`config.mk`:
```
export PLATFORM = sky130hd
export DESIGN_NAME = gpio_bank
export DESIGN_NICKNAME = d
export VERILOG_FILES = /design/src/rtl/gpio_bank_pkg.sv /design/src/rtl/gpio_pin_resolve.sv /design/src/rtl/gpio_lock_ctrl.sv /design/src/rtl/gpio_event_unit.sv /design/src/rtl/gpio_bank.sv
export SDC_FILE = /design/constraint.sdc
export NUM_CORES = 1
export LEC_CHECK = 0
export BUFFER_PORTS_ARGS = -buffer_cell sky130_fd_sc_hd__buf_2
export CELL_PAD_IN_SITES_DETAIL_PLACEMENT = 0
export CELL_PAD_IN_SITES_GLOBAL_PLACEMENT = 1
export CORE_MARGIN = 3
export CORE_UTILIZATION = 30
export CTS_CLUSTER_SIZE = 8
export DETAILED_ROUTE_END_ITERATION = 8
export PLACE_DENSITY_LB_ADDON = 0.1
export SLEW_MARGIN = 10
export SYNTH_ARGS = -nofsm -noshare
export SYNTH_HDL_FRONTEND = slang
export SYNTH_HIERARCHICAL = 1
export SYNTH_SLANG_ARGS = --single-unit
```
`constraint.sdc`:
```
create_clock -name clk -period 4 [get_ports clk]
set_input_delay 0.8 -clock clk [delete_from_list [all_inputs] [get_ports clk]]
set_output_delay 0.8 -clock clk [all_outputs]
set_load 0.03 [all_outputs]
```
`src/rtl/gpio_bank_pkg.sv`:
```
package gpio_bank_pkg;
  localparam int BUS_W = 32;
  localparam int OFS_W = 7;

  // Register offsets (byte addresses decoded by software)
  localparam logic [OFS_W-1:0] OFS_LOCK_PRI  = 7'h00;
  localparam logic [OFS_W-1:0] OFS_DATA_IN   = 7'h04;
  localparam logic [OFS_W-1:0] OFS_POLARITY  = 7'h08;
  localparam logic [OFS_W-1:0] OFS_DOUT      = 7'h0C;
  localparam logic [OFS_W-1:0] OFS_OUT_EN    = 7'h10;
  localparam logic [OFS_W-1:0] OFS_OUT_TYPE  = 7'h14;
  localparam logic [OFS_W-1:0] OFS_PULL_UP   = 7'h1C;
  localparam logic [OFS_W-1:0] OFS_PULL_DN   = 7'h20;
  localparam logic [OFS_W-1:0] OFS_EV_TYPE   = 7'h28;
  localparam logic [OFS_W-1:0] OFS_EV_BOTH   = 7'h2C;
  localparam logic [OFS_W-1:0] OFS_EV_EN     = 7'h40;
  localparam logic [OFS_W-1:0] OFS_EV_EN_SET = 7'h44;
  localparam logic [OFS_W-1:0] OFS_EV_EN_CLR = 7'h48;
  localparam logic [OFS_W-1:0] OFS_EV_STAT   = 7'h4C;
  localparam logic [OFS_W-1:0] OFS_IN_EN     = 7'h58;
  localparam logic [OFS_W-1:0] OFS_DOUT_SET  = 7'h68;
  localparam logic [OFS_W-1:0] OFS_DOUT_CLR  = 7'h6C;
  localparam logic [OFS_W-1:0] OFS_OE_SET    = 7'h70;
  localparam logic [OFS_W-1:0] OFS_OE_CLR    = 7'h74;
  localparam logic [OFS_W-1:0] OFS_LOCK_SEC  = 7'h7C;

  // Unlock keys: first to the secondary lock, then to the primary one
  localparam logic [BUS_W-1:0] KEY_ARM  = 32'hC0DE1248;
  localparam logic [BUS_W-1:0] KEY_OPEN = 32'hC0DEFA73;
endpackage

```
`src/rtl/gpio_pin_resolve.sv`:
```
module gpio_pin_resolve #(
  parameter int NPIN = 32
) (
  input  logic [NPIN-1:0] dout,
  input  logic [NPIN-1:0] pol,
  input  logic [NPIN-1:0] oe,
  input  logic [NPIN-1:0] otyp,
  input  logic [NPIN-1:0] pu,
  input  logic [NPIN-1:0] pd,
  input  logic [NPIN-1:0] ie,
  output logic [NPIN-1:0] pin,
  output logic [NPIN-1:0] din
);
  for (genvar i = 0; i < NPIN; i++) begin : g_pin
    logic drive_val;
    logic pull_val;
    always_comb begin
      drive_val = dout[i] ^ pol[i];
      pull_val  = pu[i] & ~pd[i];
      if (!oe[i])             pin[i] = pull_val;
      else if (!otyp[i])      pin[i] = drive_val;   // push-pull
      else if (!drive_val)    pin[i] = 1'b0;        // open drain sinks
      else                    pin[i] = pull_val;    // open drain released
      din[i] = (pin[i] & ie[i]) ^ pol[i];
    end
  end
endmodule

```
`src/rtl/gpio_lock_ctrl.sv`:
```
module gpio_lock_ctrl
  import gpio_bank_pkg::*;
(
  input  logic             clk,
  input  logic             rst_n,
  input  logic             we,
  input  logic [OFS_W-1:0] addr,
  input  logic [BUS_W-1:0] wdata,
  output logic             locked,
  output logic             armed
);
  always_ff @(posedge clk) begin
    if (!rst_n) begin
      locked <= 1'b0;
      armed  <= 1'b0;
    end else if (we) begin
      case (addr)
        OFS_LOCK_SEC: begin
          locked <= 1'b1;
          armed  <= (wdata == KEY_ARM);
        end
        OFS_LOCK_PRI: begin
          locked <= !(armed && (wdata == KEY_OPEN));
          armed  <= 1'b0;
        end
        default: armed <= 1'b0;   // sequence must be back to back
      endcase
    end
  end
endmodule

```
`src/rtl/gpio_event_unit.sv`:
```
module gpio_event_unit #(
  parameter int NPIN = 32
) (
  input  logic            clk,
  input  logic            rst_n,
  input  logic [NPIN-1:0] din,
  input  logic [NPIN-1:0] mode_edge,
  input  logic [NPIN-1:0] mode_both,
  input  logic [NPIN-1:0] ack,
  input  logic [NPIN-1:0] en,
  output logic [NPIN-1:0] status,
  output logic            irq
);
  logic [NPIN-1:0] din_q;
  logic [NPIN-1:0] hit;

  for (genvar i = 0; i < NPIN; i++) begin : g_det
    logic rise;
    logic fall;
    always_comb begin
      rise = din[i] & ~din_q[i];
      fall = ~din[i] & din_q[i];
      if (!mode_edge[i])     hit[i] = din[i];
      else if (mode_both[i]) hit[i] = rise | fall;
      else                   hit[i] = rise;
    end
  end

  always_ff @(posedge clk) begin
    if (!rst_n) begin
      status <= '0;
      din_q  <= '1;   // matches data-in right after reset: no false edge
    end else begin
      status <= (status & ~ack) | hit;
      din_q  <= din;
    end
  end

  assign irq = |(status & en);
endmodule

```
`src/rtl/gpio_bank.sv`:
```
module gpio_bank
  import gpio_bank_pkg::*;
#(
  parameter int NPIN = 32
) (
  input  logic             clk,
  input  logic             rst_n,
  input  logic             cfg_we,
  input  logic [OFS_W-1:0] cfg_waddr,
  input  logic [BUS_W-1:0] cfg_wdata,
  input  logic [OFS_W-1:0] cfg_raddr,
  output logic [BUS_W-1:0] cfg_rdata,
  output logic [NPIN-1:0]  pin_o,
  output logic             irq
);
  logic [NPIN-1:0] pol_q, dout_q, oe_q, otyp_q, pu_q, pd_q, ie_q;
  logic [NPIN-1:0] evtyp_q, evboth_q, even_q;
  logic [NPIN-1:0] din, ev_status, ack_bits, wbits;
  logic            locked, unlock_armed;

  assign wbits    = cfg_wdata[NPIN-1:0];
  assign ack_bits = (cfg_we && cfg_waddr == OFS_EV_STAT) ? wbits : '0;

  always_ff @(posedge clk) begin
    if (!rst_n) begin
      pol_q    <= '0;
      dout_q   <= '0;
      oe_q     <= '0;
      otyp_q   <= '0;
      pu_q     <= '1;
      pd_q     <= '0;
      ie_q     <= '1;
      evtyp_q  <= '0;
      evboth_q <= '0;
      even_q   <= '0;
    end else if (cfg_we) begin
      case (cfg_waddr)
        OFS_POLARITY:  pol_q    <= wbits;
        OFS_DOUT:      if (!locked) dout_q <= wbits;
        OFS_DOUT_SET:  if (!locked) dout_q <= dout_q | wbits;
        OFS_DOUT_CLR:  if (!locked) dout_q <= dout_q & ~wbits;
        OFS_OUT_EN:    oe_q     <= wbits;
        OFS_OE_SET:    oe_q     <= oe_q | wbits;
        OFS_OE_CLR:    oe_q     <= oe_q & ~wbits;
        OFS_OUT_TYPE:  otyp_q   <= wbits;
        OFS_PULL_UP:   pu_q     <= wbits;
        OFS_PULL_DN:   pd_q     <= wbits;
        OFS_IN_EN:     ie_q     <= wbits;
        OFS_EV_TYPE:   evtyp_q  <= wbits;
        OFS_EV_BOTH:   evboth_q <= wbits;
        OFS_EV_EN:     even_q   <= wbits;
        OFS_EV_EN_SET: even_q   <= even_q | wbits;
        OFS_EV_EN_CLR: even_q   <= even_q & ~wbits;
        default: ;
      endcase
    end
  end

  gpio_lock_ctrl u_lock (
    .clk    (clk),
    .rst_n  (rst_n),
    .we     (cfg_we),
    .addr   (cfg_waddr),
    .wdata  (cfg_wdata),
    .locked (locked),
    .armed  (unlock_armed)
  );

  gpio_pin_resolve #(.NPIN(NPIN)) u_pins (
    .dout (dout_q),
    .pol  (pol_q),
    .oe   (oe_q),
    .otyp (otyp_q),
    .pu   (pu_q),
    .pd   (pd_q),
    .ie   (ie_q),
    .pin  (pin_o),
    .din  (din)
  );

  gpio_event_unit #(.NPIN(NPIN)) u_events (
    .clk       (clk),
    .rst_n     (rst_n),
    .din       (din),
    .mode_edge (evtyp_q),
    .mode_both (evboth_q),
    .ack       (ack_bits),
    .en        (even_q),
    .status    (ev_status),
    .irq       (irq)
  );

  always_comb begin
    cfg_rdata = '0;
    case (cfg_raddr)
      OFS_LOCK_PRI: cfg_rdata[0]      = locked;
      OFS_DATA_IN:  cfg_rdata[NPIN-1:0] = din;
      OFS_POLARITY: cfg_rdata[NPIN-1:0] = pol_q;
      OFS_DOUT:     cfg_rdata[NPIN-1:0] = dout_q;
      OFS_OUT_EN:   cfg_rdata[NPIN-1:0] = oe_q;
      OFS_OUT_TYPE: cfg_rdata[NPIN-1:0] = otyp_q;
      OFS_PULL_UP:  cfg_rdata[NPIN-1:0] = pu_q;
      OFS_PULL_DN:  cfg_rdata[NPIN-1:0] = pd_q;
      OFS_IN_EN:    cfg_rdata[NPIN-1:0] = ie_q;
      OFS_EV_TYPE:  cfg_rdata[NPIN-1:0] = evtyp_q;
      OFS_EV_BOTH:  cfg_rdata[NPIN-1:0] = evboth_q;
      OFS_EV_EN:    cfg_rdata[NPIN-1:0] = even_q;
      OFS_EV_STAT:  cfg_rdata[NPIN-1:0] = ev_status;
      default: ;    // aliases and holes read zero
    endcase
  end
endmodule

```
==> results.toml, run 1 <==
[sta]
clock.fmax_ghz = 0.253
fin_tns_setup_ns = 0
setup_viol_count_final = 0
relSlewSlack = 0.312
tightest_slew_ns = 1.03
period_needed_ns = 3.95
finalHoldViolations = 0
slew_viol_final = 0
rsz0062_at_grt = "no"
period_share = 0.988
skew_ns = 0.0145

[floorplan]
die-area_sq_um = 72900
die_w_um = 270
rows = 96
start_util = 0.304
core_region_area_sq_um = 68800
io_pins = 114
die_h_um = 270

[job]
drv_cap = 0

[worst_setup_path]
slowest_stage = "a211oi_1"
path_max_fanout = 4
cp.required_ns = 3.20
reg2reg_from = "pu_q[31]"
crit_type = "flop to output port"
crit_arrival_ns = 3.15
cp_num_buf_inv = 1
crit_chain = "xnor2_1 -> a221oi_2 -> xor2_1 -> mux2i_1 -> nor4_1 -> a211oi_1 -> nand3_1 -> buf_2"
critPathCaptureType = "output port"
worstSetupStartpointType = "flop"
critPathTopFamily = "compound AO/OA/AOI/OAI gates"
critPathLaunch = "pol_q[9]"
slowest_delay_ns = 0.46

[final_layout]
final_cell_mix = "nand2_1, dfxtp_1, nand2b_1"
final_nets = 2669
drive_above_1_share = 0.175
syn2layout_area_growth_pct = 16.9
final_cells = 3528
finalInstanceArea_sq_um = 24500
final_common_cell = "nand2_1"

[logic_synthesis]
synthXorXnorAreaFrac = 0.0268
synthesis.area_sq_um = 20900
synth-seq-cells = 386
ys_seq_area_frac = 0.370
synth-edff-count = 0
synth_compound_area_frac = 0.235
yosysWarnings = 6
synth_flop_cell = "dfxtp_1"
muxShareOfSynthArea = 0.0339
syn_nets = 2592
async_flop_share = 0
synthAdderAreaFrac = 0.0191
synthCells = 2511
syn_area_per_cell_sq_um = 8.33
synth_top_family_by_area = "simple AND/OR/NAND/NOR gates"
yosysUniqueCellTypes = 73
synth_simple_gate_area_frac = 0.261

[worst_hold_path]
worstHoldPathType = "flop to flop"
worstHoldStart = "otyp_q[30]"

[route]
drtIter0Drc = 2054
drt_pre_antenna_iters = 9
viasPerCell = 5.81
wire_per_inst_um = 30.0
drc = 0
finalWirelength_um = 106000
antenna_left = 0
vias = 20500

[clock_network]
clock-sinks = 386
cts.clk_slew.worst_paths_ns = 0.05
root_buffer = "clkbuf_16"
hold_buffers = 0
clk_latency_ns = 0.61
cts_setup_buffers = 0
cts-resized-gates = 0
clock_path_buffers = 3
cts_tree = "done"
htree_levels = 2
cts_inserted_buffers = 54

[global_route]
first_global_vias = 19600
grt_usage = 0.280
grt_pass1_wl_um = 149000
grt_max_degree = 136
grt_overflow = 0
antenna_found_initial = 5

[placed_design]
placed_area_sq_um = 23000
io_buffers = 113
place_inst = 3463
gp_congestion = 0.945
place.detailed.hpwl_um = 70200

[power]
p_per_area_nw_per_um2 = 367
p_leak_nw = 9.36
peakVddDrop_v = 0.000317

[outcome]
status = "complete, no violations"
## per-layer routing
metal | share of wire | track usage | routed length (um)
met3 | 0.065 | 0.0404 | 6920
met2 | 0.46 | 0.458 | 48500
met1 | 0.44 | 0.376 | 46200
met5 | 0.00029 | 0 | 31
met4 | 0.039 | 0.103 | 4100
## path summary, 6_finish.rpt
check                         to  slack, ns  cells past startpoint
max                 cfg_rdata[9]       0.05                      8
min                   otyp_q[30]       0.46                      2
max reg2reg  u_events/status[31]       1.77                      7
min reg2reg           otyp_q[30]       0.46                      2
## kinds of logic (layout without fill, tap and decap cells)
group / after synthesis / in the layout
AOI/OAI and AO/OA: 646 / 646
xor gates and xnor gates: 64 / 64
adders and majority gates: 32 / 32
buffers and inverters: 280 / 362
DFF: 386 / 386
muxes: 68 / 68
other: 0 / 4
and+or+nand+nor: 1035 / 1035
## cell type report
class / instances / area (sq um)
Fill cell: 7153 / 44400
Multi-Input combinational cell: 1845 / 12200
Sequential cell: 386 / 7730
Timing Repair Buffer: 233 / 1620
Clock buffer: 61 / 1460
Tap cell: 931 / 1160
Inverter: 68 / 258
Antenna cell: 4 / 10.0
## through the flow
step | setup slack (ns) | hold WS, ns | utilization | power [mW]
after global placement | 0.151 | 0.448 | 0.334 | 4.73
after CTS | 0.148 | 0.461 | 0.355 | 9.04
after floorplan | 0.660 | 0.435 | - | 4.36
after global routing | 0.0723 | 0.463 | 0.355 | 9.22
after detailed placement | 0.145 | 0.456 | 0.334 | 4.73
final | 0.0467 | 0.460 | 0.355 | 8.98
## Yosys cell counts, types with 34 or more instances
cell type	count	area, sq um
nand2_1	428	1610
dfxtp_1	386	7730
nand2b_1	196	1230
a21oi_1	164	821
clkbuf_1	152	571
nand3_1	114	571
a22o_1	80	701
a22oi_1	74	556
inv_1	68	255
nor2_1	66	248
o21ai_0	57	285
mux2i_1	46	460
buf_2	44	220
and2_1	39	244
a32o_1	35	350
a221o_1	34	340
## power breakdown
part	switching, mW	leakage [nW]	total (mW)	internal [mW]
Clock	1.80	0.719	4.31	2.51
Sequential	0.0439	3.13	3.93	3.88
Combinational	0.536	5.52	0.739	0.203
## worst reg2reg max path: stages (launching register included)
cell and delay [ns]:
dfxtp_1 0.43, nand2b_1 0.14, a221oi_2 0.32, xor2_1 0.46, ha_1 0.31, nand2b_1 0.14
a31o_2 0.23, a21oi_1 0.13
No activity file was read; power rests on OpenSTA's default activity.
==> inputs of run 2 (changes only) <==
--- a/config.mk
+++ b/config.mk
@@ -12,7 +12,7 @@
 export CORE_UTILIZATION = 30
 export CTS_CLUSTER_SIZE = 8
 export DETAILED_ROUTE_END_ITERATION = 8
-export PLACE_DENSITY_LB_ADDON = 0.1
+export PLACE_DENSITY = 0.62
 export SLEW_MARGIN = 10
 export SYNTH_ARGS = -nofsm -noshare
 export SYNTH_HDL_FRONTEND = slang
==> run 2 against run 1 <==
Net effect:
- clock skew is 0.0067 ns higher
- global-route usage is 1.0 points lower
- cell area is 0.58% lower
- sequential cell count unchanged
- via count grew 2.2%
- critical path type is now input port to output port
- critical endpoint is now cfg_rdata[13]
- largest cell class unchanged
==> results.toml, run 2 (synthesized netlist as in run 1, its figures left out) <==
[outcome]
status = "complete, no violations"

[power]
p_leak_nw = 9.31
p_per_area_nw_per_um2 = 366
peakVddDrop_v = 0.000304
design_power_total_mw = 8.89

[placed_design]
placed_area_sq_um = 22900
io_buffers = 113
place.detailed.hpwl_um = 66100
gp_congestion = 0.947

[floorplan]
die_w_um = 270
rows = 96
die-area_sq_um = 72900
core_region_area_sq_um = 68800
io_pins = 114
start_util = 0.304
die_h_um = 270

[sta]
skew_ns = 0.0212
rsz0062_at_grt = "no"
setup_viol_count_final = 0
tightest_slew_ns = 1.29
finalHoldViolations = 0
fin_hold_ws_ns = 0.462
clock.fmax_ghz = 0.257
fin_tns_setup_ns = 0
relSlewSlack = 0.140
period_share = 0.973
slew_viol_final = 0
period_needed_ns = 3.89

[worst_setup_path]
r2r_cells = 7
worstSetupStartpointType = "input port"
critPathCaptureType = "output port"
slowest_stage = "nor2b_1"
cp_common_cell = "buf_2"
rrSetupSlack_ns = 1.68
cp_num_buf_inv = 2
cp.required_ns = 3.20
crit_chain = "buf_2 -> nor2b_1 -> a22o_1 -> a22oi_1 -> nand3_1 -> buf_2"
crit_type = "input port to output port"
critPathTopFamily = "simple AND/OR/NAND/NOR gates"
r2r_end = "u_events/status[14]"
crit_arrival_ns = 3.09
reg2reg_from = "pol_q[14]"
path_max_fanout = 20
slowest_delay_ns = 1.05

[clock_network]
clk_latency_ns = 0.61
cts_inserted_buffers = 54
hold_buffers = 0
root_buffer = "clkbuf_16"
clock-sinks = 386
clock_path_buffers = 3
cts_setup_buffers = 0
cts.clk_slew.worst_paths_ns = 0.05
htree_levels = 2
cts_tree = "done"
cts-resized-gates = 0

[global_route]
antenna_found_initial = 11
grt_overflow = 0
grt_usage = 0.270
grtUsageMet1 = 0.345
grt_busiest_layer = "met2"
grt_util_met3 = 0.0592
grt.met2_usage = 0.438
grt_max_degree = 74
first_global_vias = 19700
grt_pass1_wl_um = 145000

[route]
drc = 0
wire_per_inst_um = 29.1
drt_pre_antenna_iters = 5
drtIter0Drc = 2365
vias = 20900
viasPerCell = 5.93
finalWirelength_um = 103000
antenna_left = 0

[final_layout]
finalInstanceArea_sq_um = 24300
final_nets = 2671
syn2layout_area_growth_pct = 16.3
final_cell_mix = "nand2_1, dfxtp_1, nand2b_1"
final_common_cell = "nand2_1"
drive_above_1_share = 0.175

[worst_hold_path]
worstHoldStart = "pd_q[18]"
min_to = "pd_q[18]"
worstHoldPathType = "flop to flop"
hold_depth = 2

[job]
drv_cap = 0
run 2: changes by cell type in the layout (fill, tap and decap cells not counted), sizes merged:
| cell | delta |
|---|---|
| diode | +3 |
| buf | +2 |
| clkbuf | -1 |
| clkinv | +1 |
run 2: power by group:
part	switching, mW	internal [mW]
registers	0.0437	3.88
clock network	1.76	2.48
logic	0.533	0.197
total	2.34	6.56
run 2: layout make-up:
class                      count  area (sq um)
timing repair buffer         235          1500
fill                        7107         44500
tap                          931          1160
multi-input combinational   1845         12200
inverter                      68           258
sequential                   386          7730
antenna                        7          17.5
clock inverter                 1          5.00
clock buffer                  60          1440
run 2: layer usage:
metal / part of all wire / wire length, um / up-vias
li1: - / - / 9172
met1: 0.41 / 41700 / 10400
met2: 0.45 / 46800 / 1100
met3: 0.094 / 9700 / 250
met4: 0.045 / 4650 / 8
met5: 0.00051 / 52 / -
run 2: how the worst max path moves through the flow:
stage / cells past startpoint / start / slack [ns] / to
after floorplan: 6 / cfg_raddr[3] / 0.66 / cfg_rdata[14]
after detailed placement: 7 / cfg_raddr[4] / 0.25 / cfg_rdata[8]
after global placement: 7 / cfg_raddr[4] / 0.21 / cfg_rdata[8]
after global routing: 8 / pol_q[9] / 0.03 / cfg_rdata[9]
final: 6 / cfg_raddr[6] / 0.11 / cfg_rdata[13]
after CTS: 8 / pol_q[9] / 0.15 / cfg_rdata[9]
run 2: through the flow:
step / cells / util / setup slack (ns)
3_5_place_dp: 3465 / 0.332 / 0.255
2_1_floorplan: 2511 / - / 0.660
5_1_grt: 3527 / 0.353 / 0.0334
3_3_place_gp: 3465 / 0.332 / 0.209
4_1_cts: 3526 / 0.353 / 0.151
6_report: 3533 / 0.353 / 0.106
run 2: worst min-delay path, stage by stage (launching register included):
cell     delay (ns)
dfxtp_1        0.31
nand2_1        0.06
a21oi_1        0.05
